## src/rtl/resv_pkg.sv

```systemverilog
package resv_pkg;

  typedef enum logic [0:0] {
    CTRL_IDLE = 1'b0,
    CTRL_WAIT = 1'b1
  } ctrlState_t;

  // strobes sent by the control to the reservation table
  typedef struct packed {
    logic allocEn;  // write/refresh the entry for the current LL block
    logic clearEn;  // drop the entry consumed by a winning SC
  } tableStrobe_t;

endpackage

```

## src/rtl/resv_table.sv

```systemverilog
module resv_table
  import resv_pkg::*;
#(
  parameter int TAG_W   = 26,
  parameter int ENTRIES = 4,
  parameter int IDX_W   = 2
) (
  input  logic               clk,
  input  logic               rstN,
  input  tableStrobe_t       strb,
  input  logic [IDX_W-1:0]   clearIdx,
  input  logic [TAG_W-1:0]   cpuTag,
  input  logic               snoopValid,
  input  logic [TAG_W-1:0]   snoopTag,
  output logic [ENTRIES-1:0] liveVec,
  output logic               hitAny,
  output logic [IDX_W-1:0]   hitIdx
);

  logic [TAG_W-1:0]   tagQ  [ENTRIES];
  logic [IDX_W-1:0]   rankQ [ENTRIES];  // 0 = oldest allocation
  logic [ENTRIES-1:0] validQ;
  logic [ENTRIES-1:0] cpuMatch;
  logic [ENTRIES-1:0] snoopMatch;

  genvar g;
  generate
    for (g = 0; g < ENTRIES; g++) begin : gCmp
      assign cpuMatch[g]   = validQ[g] && (tagQ[g] == cpuTag);
      assign snoopMatch[g] = snoopValid && validQ[g] && (tagQ[g] == snoopTag);
      assign liveVec[g]    = validQ[g] && !snoopMatch[g];
    end
  endgenerate

  // lookup for an SC: live entry holding the requested block
  always_comb begin
    hitAny = 1'b0;
    hitIdx = '0;
    for (int i = ENTRIES - 1; i >= 0; i--) begin
      if (liveVec[i] && cpuMatch[i]) begin
        hitAny = 1'b1;
        hitIdx = IDX_W'(i);
      end
    end
  end

  // victim for an LL: same block, else a free slot, else the oldest
  logic             sameAny;
  logic [IDX_W-1:0] sameIdx;
  logic             freeAny;
  logic [IDX_W-1:0] freeIdx;
  logic [IDX_W-1:0] oldIdx;
  logic [IDX_W-1:0] victimIdx;

  always_comb begin
    sameAny = 1'b0;
    sameIdx = '0;
    freeAny = 1'b0;
    freeIdx = '0;
    oldIdx  = '0;
    for (int i = ENTRIES - 1; i >= 0; i--) begin
      if (cpuMatch[i]) begin
        sameAny = 1'b1;
        sameIdx = IDX_W'(i);
      end
      if (!validQ[i]) begin
        freeAny = 1'b1;
        freeIdx = IDX_W'(i);
      end
      if (rankQ[i] == '0) oldIdx = IDX_W'(i);
    end
    if (sameAny)      victimIdx = sameIdx;
    else if (freeAny) victimIdx = freeIdx;
    else              victimIdx = oldIdx;
  end

  logic [IDX_W-1:0] victimRank;
  assign victimRank = rankQ[victimIdx];

  always_ff @(posedge clk) begin
    if (!rstN) begin
      validQ <= '0;
      for (int i = 0; i < ENTRIES; i++) begin
        tagQ[i]  <= '0;
        rankQ[i] <= IDX_W'(i);
      end
    end else begin
      for (int i = 0; i < ENTRIES; i++) begin
        if (strb.allocEn && victimIdx == IDX_W'(i)) begin
          validQ[i] <= 1'b1;
          tagQ[i]   <= cpuTag;
        end else if (strb.clearEn && clearIdx == IDX_W'(i)) begin
          validQ[i] <= 1'b0;
        end else if (snoopMatch[i]) begin
          validQ[i] <= 1'b0;
        end
        if (strb.allocEn) begin
          if (victimIdx == IDX_W'(i))      rankQ[i] <= IDX_W'(ENTRIES - 1);
          else if (rankQ[i] > victimRank)  rankQ[i] <= rankQ[i] - 1'b1;
        end
      end
    end
  end

  // one block never occupies two entries
  assert_single_entry_R8: assert property (@(posedge clk) disable iff (!rstN)
    $onehot0(cpuMatch));

  // the entry consumed by a winning SC is gone next cycle
  assert_consume_R7: assert property (@(posedge clk) disable iff (!rstN)
    (strb.clearEn && !strb.allocEn) |=> !validQ[$past(clearIdx)]);

  generate
    for (g = 0; g < ENTRIES; g++) begin : gChk
      // snooped write to a reserved block removes the reservation
      assert_snoop_clear_R2: assert property (@(posedge clk) disable iff (!rstN)
        (snoopMatch[g] && !(strb.allocEn && victimIdx == IDX_W'(g))) |=> !validQ[g]);
    end
  endgenerate

endmodule

```

## src/rtl/resv_ctrl.sv

```systemverilog
module resv_ctrl
  import resv_pkg::*;
#(
  parameter int ADDR_W  = 32,
  parameter int ENTRIES = 4,
  parameter int IDX_W   = 2
) (
  input  logic               clk,
  input  logic               rstN,
  input  logic               cpuReq,
  input  logic               cpuIsSc,
  input  logic [ADDR_W-1:0]  cpuAddr,
  input  logic               hitAny,
  input  logic [IDX_W-1:0]   hitIdx,
  input  logic [ENTRIES-1:0] liveVec,
  input  logic               busGrant,
  output tableStrobe_t       strb,
  output logic [IDX_W-1:0]   clearIdx,
  output logic               cpuReady,
  output logic               busReq,
  output logic [ADDR_W-1:0]  busAddr,
  output logic               scDone,
  output logic               scOk
);

  ctrlState_t        stateQ;
  logic [IDX_W-1:0]  pendIdxQ;
  logic [ADDR_W-1:0] pendAddrQ;

  logic accept;
  logic pendLive;
  logic win;

  assign cpuReady     = (stateQ == CTRL_IDLE);
  assign accept       = cpuReq && cpuReady;
  assign pendLive     = liveVec[pendIdxQ];
  assign busReq       = (stateQ == CTRL_WAIT) && pendLive;
  assign busAddr      = pendAddrQ;
  assign win          = busReq && busGrant;
  assign strb.allocEn = accept && !cpuIsSc;
  assign strb.clearEn = win;
  assign clearIdx     = pendIdxQ;

  always_ff @(posedge clk) begin
    if (!rstN) begin
      stateQ    <= CTRL_IDLE;
      pendIdxQ  <= '0;
      pendAddrQ <= '0;
      scDone    <= 1'b0;
      scOk      <= 1'b0;
    end else begin
      scDone <= 1'b0;
      case (stateQ)
        CTRL_IDLE: begin
          if (accept && cpuIsSc) begin
            if (hitAny) begin
              stateQ    <= CTRL_WAIT;
              pendIdxQ  <= hitIdx;
              pendAddrQ <= cpuAddr;
            end else begin
              scDone <= 1'b1;
              scOk   <= 1'b0;
            end
          end
        end
        CTRL_WAIT: begin
          if (win) begin
            scDone <= 1'b1;
            scOk   <= 1'b1;
            stateQ <= CTRL_IDLE;
          end else if (!pendLive) begin
            scDone <= 1'b1;
            scOk   <= 1'b0;
            stateQ <= CTRL_IDLE;
          end
        end
        default: stateQ <= CTRL_IDLE;
      endcase
    end
  end

  // SC without reservation fails next cycle, never touching the bus
  assert_miss_fails_R4: assert property (@(posedge clk) disable iff (!rstN)
    (accept && cpuIsSc && !hitAny) |=> (scDone && !scOk && !busReq));

  // a granted request reports success next cycle
  assert_grant_success_R5: assert property (@(posedge clk) disable iff (!rstN)
    (busReq && busGrant) |=> (scDone && scOk));

  // request address holds while waiting
  assert_addr_hold_R5: assert property (@(posedge clk) disable iff (!rstN)
    (busReq && !busGrant) |=> (!busReq || $stable(busAddr)));

  // a pending SC that lost its reservation fails next cycle
  assert_lost_race_R6: assert property (@(posedge clk) disable iff (!rstN)
    (stateQ == CTRL_WAIT && !busReq) |=> (scDone && !scOk));

  // processor is held off while the bus is requested; done is a pulse
  assert_busy_R9: assert property (@(posedge clk) disable iff (!rstN)
    busReq |-> !cpuReady);
  assert_done_pulse_R9: assert property (@(posedge clk) disable iff (!rstN)
    scDone |=> !scDone);

endmodule

```

## src/rtl/resv_monitor.sv

```systemverilog
module resv_monitor
  import resv_pkg::*;
#(
  parameter int ADDR_W      = 32,
  parameter int BLOCK_BYTES = 64,
  parameter int ENTRIES     = 4,
  localparam int OFF_W      = $clog2(BLOCK_BYTES),
  localparam int TAG_W      = ADDR_W - OFF_W
) (
  input  logic              clk,
  input  logic              rstN,
  input  logic              cpuReq,
  input  logic              cpuIsSc,
  input  logic [ADDR_W-1:0] cpuAddr,
  output logic              cpuReady,
  output logic              scDone,
  output logic              scOk,
  output logic              busReq,
  output logic [ADDR_W-1:0] busAddr,
  input  logic              busGrant,
  input  logic              snoopValid,
  input  logic [TAG_W-1:0]  snoopBlk
);

  localparam int IDX_W = (ENTRIES > 1) ? $clog2(ENTRIES) : 1;

  tableStrobe_t       strb;
  logic [IDX_W-1:0]   clearIdx;
  logic [ENTRIES-1:0] liveVec;
  logic               hitAny;
  logic [IDX_W-1:0]   hitIdx;

  resv_table #(
    .TAG_W  (TAG_W),
    .ENTRIES(ENTRIES),
    .IDX_W  (IDX_W)
  ) u_table (
    .clk       (clk),
    .rstN      (rstN),
    .strb      (strb),
    .clearIdx  (clearIdx),
    .cpuTag    (cpuAddr[ADDR_W-1:OFF_W]),
    .snoopValid(snoopValid),
    .snoopTag  (snoopBlk),
    .liveVec   (liveVec),
    .hitAny    (hitAny),
    .hitIdx    (hitIdx)
  );

  resv_ctrl #(
    .ADDR_W (ADDR_W),
    .ENTRIES(ENTRIES),
    .IDX_W  (IDX_W)
  ) u_ctrl (
    .clk     (clk),
    .rstN    (rstN),
    .cpuReq  (cpuReq),
    .cpuIsSc (cpuIsSc),
    .cpuAddr (cpuAddr),
    .hitAny  (hitAny),
    .hitIdx  (hitIdx),
    .liveVec (liveVec),
    .busGrant(busGrant),
    .strb    (strb),
    .clearIdx(clearIdx),
    .cpuReady(cpuReady),
    .busReq  (busReq),
    .busAddr (busAddr),
    .scDone  (scDone),
    .scOk    (scOk)
  );

endmodule

```

## config.mk

```make
export PLATFORM = sky130hd
export DESIGN_NAME = resv_monitor
export DESIGN_NICKNAME = d
export VERILOG_FILES = /design/src/rtl/resv_pkg.sv /design/src/rtl/resv_table.sv /design/src/rtl/resv_ctrl.sv /design/src/rtl/resv_monitor.sv
export SDC_FILE = /design/constraint.sdc
export NUM_CORES = 1
export LEC_CHECK = 0
export BUFFER_PORTS_ARGS = -buffer_cell sky130_fd_sc_hd__buf_4
export CORE_MARGIN = 3
export CORE_UTILIZATION = 55
export CTS_BUF_LIST = sky130_fd_sc_hd__clkbuf_8
export DETAILED_ROUTE_END_ITERATION = 10
export GPL_TIMING_DRIVEN = 0
export PLACE_DENSITY = 0.73
export REMOVE_ABC_BUFFERS = 1
export SLEW_MARGIN = 20
export SYNTH_ARGS = -nofsm -noshare
export SYNTH_HDL_FRONTEND = slang
export SYNTH_SLANG_ARGS = --single-unit
```

## constraint.sdc

```tcl
create_clock -name clk -period 6.7 [get_ports clk]
set_input_delay 1.34 -clock clk [delete_from_list [all_inputs] [get_ports clk]]
set_output_delay 1.34 -clock clk [all_outputs]
set_load 0.03 [all_outputs]
```

Word-level counts from Yosys, hierarchy flattened:

Memories as Yosys holds them, arrays and structs flattened.
Index checks and enable logic that the tools add are counted.

* mux-type cells: 120
* $add $sub $neg: 4
* reduce and logical (&&, ||, !) cells: 50
* bitwise gates (word level): 13
* magnitude comparators: 5
* equality and inequality tests: 17

Operator list (count)
* $eq 26x26->1: 8
* $mux 26: 4
* $mux 1: 86
* $mux 2: 26
* $logic_and 1x1->1: 33
* $logic_not 2->1: 6
* $or 1x1->1: 12
* $reduce_bool 3->1: 4
* $eq 2x2->1 const B: 4
* $gt 2x2->1: 4
* $sub 2x1->2 const B: 4
* $pmux 1 s2: 3
* $reduce_and 3->1: 2
* $logic_not 1->1: 5
* $eq 2x1->1 const B: 2
* $ne 2x2->1 const B: 2
* $lt 2x3->1 const B: 1
* $ne 3x3->1 const B: 1
* $bmux 1 s2: 1
* $not 1->1: 1

* word-level logic and storage cells: 220
* output and inout port bits: 36
* register bits: 41
* memories kept: 2
* RAM bits: 112

Memory list
* u_table.tagQ: words 4, bits a word 26, read ports 4, clocked after memory_dff 0, write ports 4, RTL line resv_table.sv:20 `logic [TAG_W-1:0] tagQ [ENTRIES];`
* u_table.rankQ: words 4, bits a word 2, read ports 5, clocked after memory_dff 0, write ports 4, RTL line resv_table.sv:21 `logic [IDX_W-1:0] rankQ [ENTRIES];`

Longest topological paths before layout:

An unclocked memory read counts as a cell.

* depth in word-level cells: 15
* depth in mapped cells: 15

Cells and area by module:

A second synthesis with hierarchy kept.

* cells, all modules: 893
* area, all modules: 9086.2 um^2

By module, submodules not included
* resv_table: cells an instance 721, area an instance 7684.9 um^2, instances 1
* resv_ctrl: cells an instance 172, area an instance 1401.3 um^2, instances 1

Least setup slack after synthesis:

OpenSTA, ideal clock, no wires.

* kind: input-to-reg
* from: in cpuAddr[15]
* to: mem u_table.rankQ[2][0], enable pin
* setup slack: 1.347 ns
* buffers on the path: 1
* library setup time: 0.303 ns
* data arrival time: 5.050 ns
* stages: 8
* cell sequence: buf_2 -> xnor2_1 -> nand4_1 -> or4_1 -> nor4_4 -> o211ai_1 -> o21ai_0 -> a21o_1

RTL lines
* start, declared: RTL line resv_monitor.sv:14 `input logic [ADDR_W-1:0] cpuAddr,`
* end, declared: RTL line resv_table.sv:21

==> insert_results.sql <==
INSERT INTO impl_metrics (metric_group, metric, value, unit) VALUES
('worst_setup_path', 'timing_worst_setup_path_type', 'input port to flop', ''),
('synth', 'synth_top_area_frac', '0.361', ''),
('drt', 'postRouteAntennaNets', '0', ''),
('synth', 'synth.distinct_cells', '67', ''),
('place', 'port_buffers', '99', ''),
('status', 'outcome', 'finished, final reports clean', ''),
('clock_tree', 'clock-root-buffer', 'clkbuf_8', ''),
('synth', 'count_of_flip_flops_with_a_built_in_enable_after_synthesis', '112', ''),
('place', 'finalWeightedCongestion', '0.953', ''),
('grt', 'globalRouteOverflowTotal', '0', ''),
('worst_setup_path', 'reg2reg_setup_slack', '1.61', 'ns'),
('grt', 'grt_pass1_vias', '6799', ''),
('power_and_ir_drop', 'irDropWorstVdd', '0.000171', 'V'),
('worst_setup_path', 'timing.critical_path.mode_cell', 'nand4_1', ''),
('grt', 'grtUsageTotal', '0.323', ''),
('worst_setup_path', 'worstRegToRegCells', '12', ''),
('worst_setup_path', 'timing.critical_path.cells', 'buf_4, xnor2_1, nand4_1, nor4_1, nand4_1, o211ai_1, nand2b_1, o22ai_1, nor3_1, ha_1, nor2_1, maj3_1, a21o_1', ''),
('synth', 'synth.cell_area', '9310', 'sq um'),
('synth', 'async_flop_share', '0', ''),
('power_and_ir_drop', 'leakage_component_of_the_power', '4.03', 'nW'),
('floorplanning', 'design.core.area', '16200', 'sq um'),
('timing', 'grt_setup_unrepaired', 'no', ''),
('worst_setup_path', 'critPathMaxStageDelay', '0.78', 'ns'),
('worst_setup_path', 'worstPathArrival', '5.88', 'ns'),
('synth', 'synth.largest_area_cell', 'edfxtp_1', ''),
('finish', 'finalCoreUtilization', '0.645', ''),
('clock_tree', 'clk_transition_reported_paths', '0.09', 'ns'),
('timing', 'skew', '0.0145', 'ns'),
('worst_setup_path', 'startpoint_type', 'input port', ''),
('drt', 'drt_pass1_iterations', '6', ''),
('place', 'place.detailed.hpwl', '22400', 'um'),
('power_and_ir_drop', 'cellPowerDensity', '204', 'nW/um^2'),
('drt', 'met2_length', '14000', 'um'),
('timing', 'setup_viol', '0', ''),
('clock_tree', 'cts.repair_timing.setup_buffer_count', '0', ''),
('finish', 'final_standard_cell_count_with_taps_included_and_fillers_excluded', '1138', ''),
('timing', 'final_period_utilization', '0.847', ''),
('synth', 'ys_top_cells_by_area', 'edfxtp_1 36%, xnor2_1 16%, dfxtp_1 8.8%', ''),
('drt', 'routed-via-count', '6971', ''),
('timing', 'max_slew.worst_pin.slew', '0.912', 'ns'),
('worst_hold_path', 'worst_hold_path.endpoint', 'u_ctrl.scOk', ''),
('worst_setup_path', 'worstReg2RegStart', 'u_table.tagQ[0][3]', ''),
('grt', 'largest_net_degree_at_the_start_of_global_routing', '49', ''),
('drt', 'drt-wirelength-per-cell', '25.6', 'um'),
('floorplanning', 'floorplan.die_area', '18500', 'sq um'),
('grt', 'grt_first_pass_wirelength', '43200', 'um'),
('synth', 'ys_warn_count', '0', ''),
('worst_setup_path', 'rr_endpoint', 'u_table.rankQ[0][1]', ''),
('synth', 'synth_cells', '861', ''),
('synth', 'synth.yosys.seq_area_share', '0.450', ''),
('finish', 'antenna_cells_inserted', '0', ''),
('place', 'placed_cells_incl_taps', '1106', ''),
('clock_tree', 'h_tree_level_count', '4', ''),
('timing', 'finalMaxSlewViolations', '0', ''),
('clock_tree', 'maximum_clock_path_buffer_count', '2', ''),
('floorplanning', 'chipHeight', '136', 'um'),
('clock_tree', 'cts_hold_buf', '0', ''),
('clock_tree', 'cts_made_buffers', '17', ''),
('worst_setup_path', 'required_time_at_the_worst_slack_endpoint', '6.91', 'ns'),
('clock_tree', 'cts_tree', 'built', ''),
('drt', 'detail_route.wirelength.met1', '12300', 'um'),
('finish', 'final_layout_size_suffix_gt1_frac', '0.183', ''),
('drt', 'dr_wl_met3', '2290', 'um'),
('clock_tree', 'clock_sinks', '153', ''),
('clock_tree', 'post_cts.resized_instances', '0', ''),
('worst_setup_path', 'critPathSlowestCell', 'nor4_1', ''),
('finish', 'area_growth', '12.5', '%'),
('synth', 'post_synth.cell_area_avg', '10.8', 'sq um'),
('job', 'maxCapViolCount', '0', ''),
('floorplanning', 'die_w', '136', 'um'),
('worst_setup_path', 'critical_path_peak_fanout', '7', '');
Yosys cell counts, types with 3 or more instances:
cell type,count
buf_4,3
inv_1,20
or4_1,8
o2111ai_1,4
dfxtp_1,41
nand2b_1,4
nand4_1,61
mux2i_1,32
maj3_1,3
nand2_1,9
clkbuf_2,3
buf_6,10
and3_1,27
a21oi_1,5
clkbuf_1,32
edfxtp_1,112
a21boi_0,3
nor3_1,13
nand3_1,16
a31o_2,3
buf_2,26
nor2b_1,36
ha_1,8
a31oi_1,3
xnor2_1,169
nor4_1,13
and3b_1,3
o21ai_0,5
a21o_1,4
and2_1,71
xnor2_2,4
nor2_1,28
xor2_1,37
worst max-delay path, delay by kind of cell:
family,cells,cell delay (ns)
AND/OR/NAND/NOR,6,2.72
AO/OA/AOI/OAI,3,0.61
adder cells (fa/ha/maj),2,0.57
XOR/XNOR,1,0.49
buffers and inverters,1,0.15
how the worst max path moves through the flow:
stage / startpoint / endpoint / slack (ns)
floorplan: cpuAddr[15] / u_table.rankQ[2][0] / 1.52
global placement: cpuAddr[9] / u_table.tagQ[0][8] / -1.32
detailed placement: cpuAddr[9] / u_table.rankQ[0][1] / 0.63
CTS: cpuAddr[9] / u_table.rankQ[0][1] / 1.14
global route: cpuAddr[9] / u_table.rankQ[0][0] / 0.94
finish: cpuAddr[9] / u_table.rankQ[0][1] / 1.03
flip-flops by register name (all words and copies together), names as in the netlist:
name	count
u_table.tagQ	104
u_ctrl.busAddr	32
u_table.rankQ	8
u_table.validQ	4
u_ctrl.clearIdx	2
u_ctrl.scDone	1
u_ctrl.scOk	1
u_ctrl.stateQ	1
cell type report:
class | instances | area, sq um
multi-input cells | 611 | 4710
inverters | 22 | 82.6
clock buffers | 19 | 262
repair buffers | 104 | 865
fillers | 1335 | 5760
well taps | 216 | 270
clock inverters | 13 | 104
flip-flops and latches | 153 | 4180
logic make-up after synthesis:
family                     count (synthesis)  synth area share
xor gates and xnor gates                 210             0.201
DFF                                      153             0.450
buffers and inverters                     97            0.0523
adders and majority gates                 12            0.0152
AOI/OAI and AO/OA                         53            0.0487
muxes                                     33            0.0368
and+or+nand+nor                          303             0.197
stage by stage:
| stage | setup TNS (ns) | power, mW | hold slack [ns] | area [sq um] | worst slack (ns) |
|---|---|---|---|---|---|
| finish | 0 | 2.13 | 0.496 | 10500 | 1.03 |
| CTS | 0 | 2.13 | 0.505 | 10500 | 1.14 |
| global route | 0 | 2.20 | 0.511 | 10500 | 0.942 |
| floorplan | 0 | 1.29 | 0.551 | 8900 | 1.52 |
| detailed placement | 0 | 1.46 | 0.484 | 10100 | 0.635 |
| global placement | -98.45 | 1.45 | 0.462 | 9920 | -1.32 |
per-layer routing:
| layer | global-route usage | vias up |
|---|---|---|
| li1 | - | 3126 |
| met4 | 0.0801 | 0 |
| met2 | 0.525 | 388 |
| met5 | 0 | - |
| met1 | 0.448 | 3399 |
| met3 | 0.0625 | 58 |
cell usage in the layout, fill, tap and decap left out, types with 3 or more instances in the layout:
master     instances
nand2_1            9
buf_4             99
inv_4              4
and3_1            27
nor3_1            13
mux2i_1           32
maj3_1             3
o21ai_4            4
edfxtp_1         112
a21oi_1            5
clkbuf_8          19
nor2b_1           36
nor2_1            25
and2_1            71
a21o_1             4
nand4_1           61
xor2_1            37
a31oi_1            3
xnor2_2            4
inv_1             20
nand2b_1           3
ha_1               8
inv_6              4
a21boi_0           3
o2111ai_1          4
or4_1              8
nor4_1            13
nand3_1           16
buf_16             4
and3b_1            3
xnor2_1          169
a31o_2             3
dfxtp_1           41
where the power goes:
part | internal [mW] | leakage [nW] | switching [mW]
sequential | 1.05 | 1.48 | 0.0348
clock | 0.286 | 0.193 | 0.397
combinational | 0.145 | 2.35 | 0.220
total | 1.48 | 4.03 | 0.652
(Power assumes the default switching activity.)
